--- src/rtl/bxc_pkg.sv ---
// Shared types of the burst bus transfer controller.
// Assumes two-bit status and lock codes that the ports carry unencoded.
package bxc_pkg;

    typedef enum logic [1:0] {
        ST_QUEUED = 2'd0,
        ST_BUSY   = 2'd1,
        ST_OK     = 2'd2,
        ST_FAIL   = 2'd3
    } xfer_st_t;

    typedef enum logic [1:0] {
        LK_NONE  = 2'd0,
        LK_HELD  = 2'd1,
        LK_GRANT = 2'd2
    } lock_st_t;

    // True for a status that allows a new issue.
    function automatic logic st_final(input logic [1:0] s);
        return (s == ST_OK) || (s == ST_FAIL);
    endfunction

endpackage

--- src/rtl/bxc_slot_bank.sv ---
// Request slot storage, one slot per master.
// Holds direction, current address, end address, status and lock field.
// Assumes the engine never updates a slot that is being issued to. The
// engine only touches QUEUED or WAIT slots, and those refuse issues.
module bxc_slot_bank
    import bxc_pkg::*;
#(
    parameter int NM = 3,
    parameter int AW = 16,
    parameter int CW = 4,
    parameter int IW = 2
) (
    input  logic              clk,
    input  logic              rst_n,
    input  logic [NM-1:0]     iss_vld,
    input  logic [NM-1:0]     iss_write,
    input  logic [NM-1:0]     iss_lock,
    input  logic [NM*AW-1:0]  iss_addr,
    input  logic [NM*CW-1:0]  iss_cnt,
    input  logic              upd_vld,
    input  logic [IW-1:0]     upd_idx,
    input  logic [1:0]        upd_stat,
    input  logic              upd_step,
    input  logic              grant_vld,
    input  logic [IW-1:0]     grant_idx,
    input  logic              clr_locks,
    output logic [NM*2-1:0]   stat_flat,
    output logic [NM*2-1:0]   lock_flat,
    output logic [NM*AW-1:0]  addr_flat,
    output logic [NM*(AW+1)-1:0] end_flat,
    output logic [NM-1:0]     wr_vec,
    output logic [NM-1:0]     iss_err
);

    for (genvar g = 0; g < NM; g++) begin : g_slot
        logic [1:0]    stat_q;
        logic [1:0]    lock_q;
        logic [1:0]    lock_nx;
        logic [AW-1:0] addr_q;
        logic [AW:0]   end_q;
        logic          wr_q;
        logic          err_q;
        logic          take;
        logic          mine;

        // Purpose: decide whether this cycle's issue is legal and whether the engine targets this slot.
        always_comb begin
            take = iss_vld[g] && st_final(stat_q);
            mine = upd_vld && (upd_idx == IW'(g));
        end

        // Purpose: next lock value; a locked issue overrides grant and idle relaxation.
        always_comb begin
            lock_nx = lock_q;
            if (take && iss_lock[g]) begin
                lock_nx = (lock_q == LK_HELD) ? LK_GRANT : LK_HELD;
            end else begin
                if (grant_vld && (grant_idx == IW'(g)) && (lock_q != LK_NONE)) begin
                    lock_nx = LK_GRANT;
                end
                if (clr_locks) begin
                    lock_nx = (lock_nx == LK_GRANT) ? LK_HELD : LK_NONE;
                end
            end
        end

        // Purpose: register the slot fields.
        always_ff @(posedge clk) begin
            if (!rst_n) begin
                stat_q <= ST_OK;
                lock_q <= LK_NONE;
                addr_q <= '0;
                end_q  <= '0;
                wr_q   <= 1'b0;
                err_q  <= 1'b0;
            end else begin
                err_q  <= iss_vld[g] && !take;
                lock_q <= lock_nx;
                if (take) begin
                    stat_q <= ST_QUEUED;
                    wr_q   <= iss_write[g];
                    addr_q <= iss_addr[g*AW +: AW];
                    end_q  <= {1'b0, iss_addr[g*AW +: AW]}
                              + (AW+1)'({iss_cnt[g*CW +: CW], 2'b00});
                end else if (mine) begin
                    stat_q <= upd_stat;
                    if (upd_step) begin
                        addr_q <= addr_q + AW'(4);
                    end
                end
            end
        end

        assign stat_flat[g*2 +: 2]         = stat_q;
        assign lock_flat[g*2 +: 2]         = lock_q;
        assign addr_flat[g*AW +: AW]       = addr_q;
        assign end_flat[g*(AW+1) +: AW+1]  = end_q;
        assign wr_vec[g]                   = wr_q;
        assign iss_err[g]                  = err_q;
    end

endmodule

--- src/rtl/bxc_range_decode.sv ---
// Address range decoder.
// Compares one byte address against NS inclusive ranges and returns a
// one-hot hit on the lowest-numbered matching range.
// Assumes the ranges come as packed parameter vectors, slave k in slice k.
module bxc_range_decode #(
    parameter int NS = 2,
    parameter int AW = 16,
    parameter logic [NS*AW-1:0] LO = '0,
    parameter logic [NS*AW-1:0] HI = '0
) (
    input  logic [AW-1:0] addr,
    output logic [NS-1:0] hit,
    output logic          any
);

    logic [NS-1:0] in_rng;

    for (genvar k = 0; k < NS; k++) begin : g_rng
        assign in_rng[k] = (addr >= LO[k*AW +: AW]) && (addr <= HI[k*AW +: AW]);
    end

    // Purpose: keep only the first matching range.
    always_comb begin
        hit = '0;
        for (int k = NS - 1; k >= 0; k--) begin
            if (in_rng[k]) begin
                hit = '0;
                hit[k] = 1'b1;
            end
        end
    end

    assign any = |in_rng;

endmodule

--- src/rtl/bxc_engine.sv ---
// Bus engine: holds the current request, consults the arbiter when idle,
// drives one slave access per cycle and turns the reply into slot updates.
// Assumes the slave reply arrives in the same cycle as the select. The
// arbiter pick is combinational on arb_offer.
module bxc_engine
    import bxc_pkg::*;
#(
    parameter int NM = 3,
    parameter int NS = 2,
    parameter int AW = 16,
    parameter int IW = 2
) (
    input  logic                  clk,
    input  logic                  rst_n,
    input  logic [NM*2-1:0]       stat_flat,
    input  logic [NM*AW-1:0]      addr_flat,
    input  logic [NM*(AW+1)-1:0]  end_flat,
    input  logic [NM-1:0]         wr_vec,
    input  logic                  arb_pick_vld,
    input  logic [IW-1:0]         arb_pick_idx,
    input  logic                  arb_pick_lock,
    input  logic [NS-1:0]         dec_hit,
    input  logic                  dec_any,
    input  logic [NS*2-1:0]       slv_resp,
    output logic [NM-1:0]         arb_offer,
    output logic [AW-1:0]         act_addr,
    output logic [NS-1:0]         slv_sel,
    output logic                  slv_write,
    output logic [IW-1:0]         slv_owner,
    output logic                  upd_vld,
    output logic [IW-1:0]         upd_idx,
    output logic [1:0]            upd_stat,
    output logic                  upd_step,
    output logic                  grant_vld,
    output logic [IW-1:0]         grant_idx,
    output logic                  clr_locks,
    output logic [NM-1:0]         done
);

    logic [1:0]    st   [NM];
    logic [AW-1:0] ad   [NM];
    logic [AW:0]   en   [NM];

    for (genvar g = 0; g < NM; g++) begin : g_unpack
        assign st[g] = stat_flat[g*2 +: 2];
        assign ad[g] = addr_flat[g*AW +: AW];
        assign en[g] = end_flat[g*(AW+1) +: AW+1];
    end

    logic          cur_vld;
    logic [IW-1:0] cur_idx;
    logic [NM-1:0] done_q;
    logic          pick_ok;
    logic          act_vld;
    logic [IW-1:0] act_idx;
    logic [AW:0]   act_end;
    logic          go;
    logic [1:0]    sel_resp;
    logic [AW:0]   nxt_addr;
    logic          keep;
    logic          fin;

    // Purpose: offer queued and in-service slots only while nothing is held.
    always_comb begin
        for (int i = 0; i < NM; i++) begin
            arb_offer[i] = !cur_vld && ((st[i] == ST_QUEUED) || (st[i] == ST_BUSY));
        end
    end

    // Purpose: pick the slot served this cycle, either held or freshly arbitrated.
    always_comb begin
        pick_ok = 1'b0;
        if (arb_pick_vld && (int'(arb_pick_idx) < NM)) begin
            pick_ok = arb_offer[arb_pick_idx];
        end
        act_vld  = cur_vld || pick_ok;
        act_idx  = cur_vld ? cur_idx : arb_pick_idx;
        act_addr = '0;
        act_end  = '0;
        slv_write = 1'b0;
        if (int'(act_idx) < NM) begin
            act_addr  = ad[act_idx];
            act_end   = en[act_idx];
            slv_write = wr_vec[act_idx];
        end
        go       = act_vld && (act_addr[1:0] == 2'b00) && dec_any;
        slv_sel  = go ? dec_hit : '0;
        nxt_addr = {1'b0, act_addr} + (AW+1)'(4);
    end

    // Purpose: merge the reply of the selected slave.
    always_comb begin
        sel_resp = '0;
        for (int k = 0; k < NS; k++) begin
            if (slv_sel[k]) begin
                sel_resp = sel_resp | slv_resp[k*2 +: 2];
            end
        end
    end

    // Purpose: turn access outcome into slot update, hold and completion.
    always_comb begin
        upd_vld  = act_vld;
        upd_idx  = act_idx;
        upd_stat = ST_BUSY;
        upd_step = 1'b0;
        keep     = 1'b0;
        fin      = 1'b0;
        if (act_vld) begin
            if (!go) begin
                upd_stat = ST_FAIL;
                fin      = 1'b1;
            end else begin
                unique case (sel_resp)
                    ST_OK: begin
                        upd_step = 1'b1;
                        if (nxt_addr > act_end) begin
                            upd_stat = ST_OK;
                            fin      = 1'b1;
                        end
                    end
                    ST_FAIL: begin
                        upd_stat = ST_FAIL;
                        fin      = 1'b1;
                    end
                    default: keep = 1'b1;
                endcase
            end
        end
    end

    assign grant_vld = pick_ok && !cur_vld && arb_pick_lock;
    assign grant_idx = act_idx;
    assign clr_locks = !keep;
    assign slv_owner = act_idx;
    assign done      = done_q;

    // Purpose: hold the current request across slave wait replies and pulse done.
    always_ff @(posedge clk) begin
        if (!rst_n) begin
            cur_vld <= 1'b0;
            cur_idx <= '0;
            done_q  <= '0;
        end else begin
            cur_vld <= keep;
            cur_idx <= act_idx;
            done_q  <= '0;
            if (fin && (int'(act_idx) < NM)) begin
                done_q[act_idx] <= 1'b1;
            end
        end
    end

endmodule

--- src/rtl/burst_xfer_ctrl.sv ---
// Top of the burst bus transfer controller.
// Wires the slot bank, the engine and the range decoder together.
// Assumes an external combinational arbiter and same-cycle slave replies.
module burst_xfer_ctrl
    import bxc_pkg::*;
#(
    parameter int NM = 3,
    parameter int NS = 2,
    parameter int AW = 16,
    parameter int CW = 4,
    parameter logic [NS*AW-1:0] SLV_LO = {16'h0080, 16'h0000},
    parameter logic [NS*AW-1:0] SLV_HI = {16'h00FF, 16'h007F},
    localparam int IW = (NM > 1) ? $clog2(NM) : 1
) (
    input  logic              clk,
    input  logic              rst_n,
    input  logic [NM-1:0]     iss_vld,
    input  logic [NM-1:0]     iss_write,
    input  logic [NM-1:0]     iss_lock,
    input  logic [NM*AW-1:0]  iss_addr,
    input  logic [NM*CW-1:0]  iss_cnt,
    output logic [NM-1:0]     iss_err,
    output logic [NM*2-1:0]   xfer_stat,
    output logic [NM-1:0]     xfer_done,
    output logic [NM-1:0]     arb_offer,
    output logic [NM*2-1:0]   arb_lock,
    input  logic              arb_pick_vld,
    input  logic [IW-1:0]     arb_pick_idx,
    input  logic              arb_pick_lock,
    output logic [NS-1:0]     slv_sel,
    output logic              slv_write,
    output logic [AW-1:0]     slv_addr,
    output logic [IW-1:0]     slv_owner,
    input  logic [NS*2-1:0]   slv_resp
);

    logic [NM*AW-1:0]      addr_flat;
    logic [NM*(AW+1)-1:0]  end_flat;
    logic [NM-1:0]         wr_vec;
    logic                  upd_vld;
    logic [IW-1:0]         upd_idx;
    logic [1:0]            upd_stat;
    logic                  upd_step;
    logic                  grant_vld;
    logic [IW-1:0]         grant_idx;
    logic                  clr_locks;
    logic [NS-1:0]         dec_hit;
    logic                  dec_any;
    logic [AW-1:0]         act_addr;

    bxc_slot_bank #(.NM(NM), .AW(AW), .CW(CW), .IW(IW)) u_slots (
        .clk       (clk),
        .rst_n     (rst_n),
        .iss_vld   (iss_vld),
        .iss_write (iss_write),
        .iss_lock  (iss_lock),
        .iss_addr  (iss_addr),
        .iss_cnt   (iss_cnt),
        .upd_vld   (upd_vld),
        .upd_idx   (upd_idx),
        .upd_stat  (upd_stat),
        .upd_step  (upd_step),
        .grant_vld (grant_vld),
        .grant_idx (grant_idx),
        .clr_locks (clr_locks),
        .stat_flat (xfer_stat),
        .lock_flat (arb_lock),
        .addr_flat (addr_flat),
        .end_flat  (end_flat),
        .wr_vec    (wr_vec),
        .iss_err   (iss_err)
    );

    bxc_range_decode #(.NS(NS), .AW(AW), .LO(SLV_LO), .HI(SLV_HI)) u_dec (
        .addr (act_addr),
        .hit  (dec_hit),
        .any  (dec_any)
    );

    bxc_engine #(.NM(NM), .NS(NS), .AW(AW), .IW(IW)) u_eng (
        .clk           (clk),
        .rst_n         (rst_n),
        .stat_flat     (xfer_stat),
        .addr_flat     (addr_flat),
        .end_flat      (end_flat),
        .wr_vec        (wr_vec),
        .arb_pick_vld  (arb_pick_vld),
        .arb_pick_idx  (arb_pick_idx),
        .arb_pick_lock (arb_pick_lock),
        .dec_hit       (dec_hit),
        .dec_any       (dec_any),
        .slv_resp      (slv_resp),
        .arb_offer     (arb_offer),
        .act_addr      (act_addr),
        .slv_sel       (slv_sel),
        .slv_write     (slv_write),
        .slv_owner     (slv_owner),
        .upd_vld       (upd_vld),
        .upd_idx       (upd_idx),
        .upd_stat      (upd_stat),
        .upd_step      (upd_step),
        .grant_vld     (grant_vld),
        .grant_idx     (grant_idx),
        .clr_locks     (clr_locks),
        .done          (xfer_done)
    );

    assign slv_addr = act_addr;

endmodule

--- config.mk ---
export PLATFORM = sky130hd
export DESIGN_NAME = burst_xfer_ctrl
export DESIGN_NICKNAME = d
export VERILOG_FILES = /design/src/rtl/bxc_pkg.sv /design/src/rtl/bxc_slot_bank.sv /design/src/rtl/bxc_range_decode.sv /design/src/rtl/bxc_engine.sv /design/src/rtl/burst_xfer_ctrl.sv
export SDC_FILE = /design/constraint.sdc
export NUM_CORES = 1
export LEC_CHECK = 0
export BUFFER_PORTS_ARGS = -buffer_cell sky130_fd_sc_hd__buf_2
export CORE_UTILIZATION = 55
export DETAILED_ROUTE_END_ITERATION = 12
export PLACE_DENSITY = 0.86
export SLEW_MARGIN = 40
export SYNTH_ARGS = -nofsm -noshare
export SYNTH_HDL_FRONTEND = slang
export SYNTH_SLANG_ARGS = --single-unit
--- constraint.sdc ---
create_clock -name clk -period 5.81 [get_ports clk]
set_input_delay 0.581 -clock clk [delete_from_list [all_inputs] [get_ports clk]]
set_output_delay 0.581 -clock clk [all_outputs]
set_load 0.05 [all_outputs]
==> summary.md <==
| Metric | Value |
|---|---|
| Result of the run | `finished clean` |
| Total area of sequential cells | `2460 µm²` |
| Critical Path Start | `u_eng.cur_vld$_SDFF_PN0_` |
| CTS H-tree lvls | `4` |
| Layout-stage area growth over the synthesis result | `17.9%` |
| Internal Power | `0.00181 W` |
| Global router's overall resource usage | `32.0%` |
| Post-layout net count | `1155` |
| Diode insertion count for antenna repair | `0` |
| Clock share of power | `41.9%` |
| Per-cell via count in the routed design | `5.96` |
| FILL cells | `1095` |
| Pins Over Slew Limit | `0` |
| Yosys Warn Count | `0` |
| CTS clock-pin slew for the worst setup and hold paths | `0.05 ns` |
| Async set-or-reset flop fraction in the synthesized netlist | `0%` |
| Static leakage power | `3.54 nW` |
| Core area | `12800 µm²` |
| Element type at the critical path end | `flop` |
| Peak fanout along the critical path | `18` |
| Share of synthesized area occupied by flip-flops and latches | `33.6%` |
| Vias after detailed routing | `7285` |
| CP Data Arrival Time | `5.58 ns` |
| Final WS setup | `0.491 ns` |
| Switching Fraction | `30.3%` |
| Final total power | `0.00260 W` |
| Final Wtd Congestion | `0.990` |
| Synth cell types | `69` |
| Total power per unit cell area | `300 nW/µm²` |
| Hpwl dp | `16.0 mm` |
| Total routed wirelength | `21.6 mm` |
| Ratio of final minimum period to clock period | `91.5%` |
| Slew headroom | `44.1%` |
| Most common cell after layout, fill and taps aside | `sky130_fd_sc_hd__nand2_1` |
| Capture point of the worst reg-to-reg path | `u_slots.g_slot[0].stat_q[1]$_SDFFE_PN1P_` |
| Portion of total power attributed to sequential cells | `37.4%` |
| Placed Cells | `1192` |
| Yosys top cell by area | `sky130_fd_sc_hd__dfxtp_1` |
| Cells after Synth | `940` |
| Die Span Y | `117 µm` |
| Fraction of layout cells with a size suffix above 1 | `18.1%` |
| Dominant cells by area after synthesis | `sky130_fd_sc_hd__dfxtp_1 (34%), sky130_fd_sc_hd__nand2_1 (8.9%), sky130_fd_sc_hd__a21oi_1 (7.6%), sky130_fd_sc_hd__ha_1 (5.8%), sky130_fd_sc_hd__nor2_1 (3.3%)` |
| Critical path launch point type | `flop` |
| Area of the mapped netlist | `7330 µm²` |
| Detail-routed net length per standard cell | `17.7 µm` |
| FF-to-FF path depth | `16` |
| Final critical path time including I/O delays and setup | `5.32 ns` |
| Starting Density | `57.1%` |
| Ports placed on the boundary | `121` |
| Number of buffers on the longest clock path | `2` |
| Synthesis-stage register bit count | `123` |
| Final hold vios | `0` |
| Worst hold margin | `0.396 ns` |
| Total setup buffers inserted after CTS | `0` |
| Highest clock rate | `188 MHz` |
| Setup TNS | `0 ns` |
| Global-route wire length before repair | `34.5 mm` |
| Multi-input logic area | `4580 µm²` |
| Antenna violations before repair | `0` |
| Via count of the first global-routing pass | `6686` |
| Hold/Removal Path Class | `input port to flop` |
| Number of gates resized after CTS | `0` |
| Initial drt markers | `632` |
| Pin count of the biggest net entering global routing | `68` |
| Number of flops mapped to enable cells by yosys | `0` |
| Worst vdd rail ir drop | `0.357 mV` |
| Die area | `13800 µm²` |
| Quantity of hold-fixing buffers added after cts | `0` |
| Antenna violation net count after detailed routing | `0` |
| Switching pwr | `0.000786 W` |
| Total overflow reported by the global router | `0` |
| Unrepaired setup endpoints after global routing | `false` |
| Cell depth of the worst min-delay path | `3` |
| Final routed DRC violation total | `0` |
| Transition time at the pin with the least slew margin | `0.827 ns` |
| Number of iterations in the first detailed-routing pass | `5` |
| Clk_lat worst skew | `0.42 ns` |
| Number of setup violations in the final report | `0` |
| Clock tree from TritonCTS | `yes` |
| Most used cells in the layout excluding fill and tap cells | `sky130_fd_sc_hd__nand2_1 (171), sky130_fd_sc_hd__dfxtp_1 (123), sky130_fd_sc_hd__buf_2 (120)` |
| Place WS | `0.712 ns` |
| Final Instance Count excl. Fillers | `1223` |
| Worst endpoint required time | `6.07 ns` |
| IO buf count | `120` |
| Max-capacitance violation count | `0` |
| Number of placement rows | `41` |
| Primary flip-flop cell chosen by synthesis mapping | `sky130_fd_sc_hd__dfxtp_1` |
| Worst Setup Path Type | `flop to flop` |
| Net Count, Synth | `1056` |
| Capture endpoint of the worst hold path | `u_slots.g_slot[1].err_q$_SDFF_PN0_` |
| Share of total power in combinational logic | `20.8%` |
| Die width | `117 µm` |
| Post-Syn Area per Cell | `7.80 µm²` |
| TritonCTS Buffers | `17` |
| Critical register-to-register path startpoint | `u_eng.cur_vld$_SDFF_PN0_` |
| Number of sinks handled by clock tree synthesis | `123` |
| Register-to-Register Setup Slack | `0.49 ns` |
| Share of Yosys cell area claimed by the top area cell type | `33.6%` |
| Hold Startpoint | `iss_vld[1]` |
| Final worst clock skew | `0.00728 ns` |
| Clock root buffer master | `sky130_fd_sc_hd__clkbuf_16` |
==> power groups by stage <==
stage          registers, W  clock network, W  logic, W
3_3_place_gp       0.000984                 0  0.000518
5_1_grt            0.000976           0.00114  0.000589
4_1_cts            0.000968           0.00109  0.000532
6_report           0.000970           0.00109  0.000539
3_5_place_dp       0.000985                 0  0.000527
2_1_floorplan      0.000981                 0  0.000367
==> how the worst max path moves through the flow <==
stage | to | cells past startpoint
after floorplan | u_slots.g_slot[2].stat_q[1]$_SDFFE_PN1P_ | 17
after global placement | u_slots.g_slot[2].stat_q[1]$_SDFFE_PN1P_ | 17
after detailed placement | u_slots.g_slot[1].stat_q[1]$_SDFFE_PN1P_ | 17
after CTS | u_slots.g_slot[0].stat_q[1]$_SDFFE_PN1P_ | 17
after global routing | u_slots.g_slot[0].stat_q[1]$_SDFFE_PN1P_ | 16
final | u_slots.g_slot[0].stat_q[1]$_SDFFE_PN1P_ | 16
==> worst max-delay path, stage by stage, from the launching register on <==
cell,delay (ns)
sky130_fd_sc_hd__dfxtp_1,0.72
sky130_fd_sc_hd__mux2i_4,0.58
sky130_fd_sc_hd__inv_4,0.05
sky130_fd_sc_hd__nor2_2,0.40
sky130_fd_sc_hd__o2bb2ai_2,0.32
sky130_fd_sc_hd__nand3_1,0.23
sky130_fd_sc_hd__nor2_1,0.27
sky130_fd_sc_hd__and3_1,0.21
sky130_fd_sc_hd__xor2_1,0.15
sky130_fd_sc_hd__ha_1,0.26
sky130_fd_sc_hd__a21o_1,0.18
sky130_fd_sc_hd__a21o_1,0.16
sky130_fd_sc_hd__a21oi_1,0.13
sky130_fd_sc_hd__nor4bb_1,0.74
sky130_fd_sc_hd__o21ai_0,0.25
sky130_fd_sc_hd__a21oi_2,0.33
sky130_fd_sc_hd__a31oi_1,0.16
==> cell type report <==
type / instances / share of cell area (%)
Clock buffer: 24 / 5.69
Inverter: 24 / 1.07
Multi-Input combinational cell: 741 / 53.0
Sequential cell: 123 / 28.5
Timing Repair Buffer: 132 / 7.99
Tap cell: 172 / 2.49
Clock inverter: 7 / 1.30
==> cells by family after synthesis <==
logic type      count (synthesis)  synth area share, %
simple gates                  385                 25.1
mux                            33                 4.81
xor+xnor                       49                 5.86
fa+ha+maj                      37                 6.62
flops                         123                 33.6
compound gates                237                 19.8
buf+inv                        76                 4.25
==> per-stage QoR <==
step	cell area [µm²]	util, %
6_report	8640	67.4
5_1_grt	8640	67.4
4_1_cts	8640	67.3
3_5_place_dp	8030	62.6
3_3_place_gp	8020	62.5
2_1_floorplan	7330	-
==> registers in the layout (all words and copies together) (netlist names) <==
register / count
u_slots.g_slot.end_q: 51
u_slots.g_slot.addr_q: 48
u_slots.g_slot.lock_q: 6
u_slots.g_slot.stat_q: 6
u_eng.done: 3
u_slots.g_slot.err_q: 3
u_slots.g_slot.wr_q: 3
u_eng.cur_idx: 2
u_eng.cur_vld: 1
==> Yosys cell counts (3+ instances only) <==
cell	count
sky130_fd_sc_hd__nand2b_1	10
sky130_fd_sc_hd__a211oi_1	24
sky130_fd_sc_hd__and2_1	6
sky130_fd_sc_hd__nand3_1	27
sky130_fd_sc_hd__nor2b_1	16
sky130_fd_sc_hd__a21o_1	13
sky130_fd_sc_hd__or3_1	7
sky130_fd_sc_hd__clkbuf_1	37
sky130_fd_sc_hd__nor4_1	13
sky130_fd_sc_hd__o21ai_0	42
sky130_fd_sc_hd__nor3_1	12
sky130_fd_sc_hd__o2bb2ai_1	7
sky130_fd_sc_hd__mux2i_1	24
sky130_fd_sc_hd__nor2_1	65
sky130_fd_sc_hd__buf_1	7
sky130_fd_sc_hd__nand2_1	173
sky130_fd_sc_hd__dfxtp_1	123
sky130_fd_sc_hd__xnor2_1	27
sky130_fd_sc_hd__buf_2	4
sky130_fd_sc_hd__a21oi_1	112
sky130_fd_sc_hd__mux2_2	7
sky130_fd_sc_hd__nand4b_1	3
sky130_fd_sc_hd__nor3b_1	5
sky130_fd_sc_hd__and3_1	17
sky130_fd_sc_hd__inv_1	20
sky130_fd_sc_hd__xor2_1	22
sky130_fd_sc_hd__a31oi_1	13
sky130_fd_sc_hd__buf_4	3
sky130_fd_sc_hd__nand4_1	14
sky130_fd_sc_hd__a311oi_1	3
sky130_fd_sc_hd__nor4bb_1	3
sky130_fd_sc_hd__fa_1	3
sky130_fd_sc_hd__ha_1	34
==> per-layer routing <==
| layer | GRT usage, % | part of all wire (%) | wire length [µm] |
|---|---|---|---|
| met5 | 0 | 0 | 0 |
| met4 | 14.3 | 3.8 | 828 |
| met3 | 9.14 | 8.3 | 1800 |
| met2 | 51.3 | 46 | 9890 |
| met1 | 39.7 | 42 | 9070 |
(Power assumes the default switching activity.)
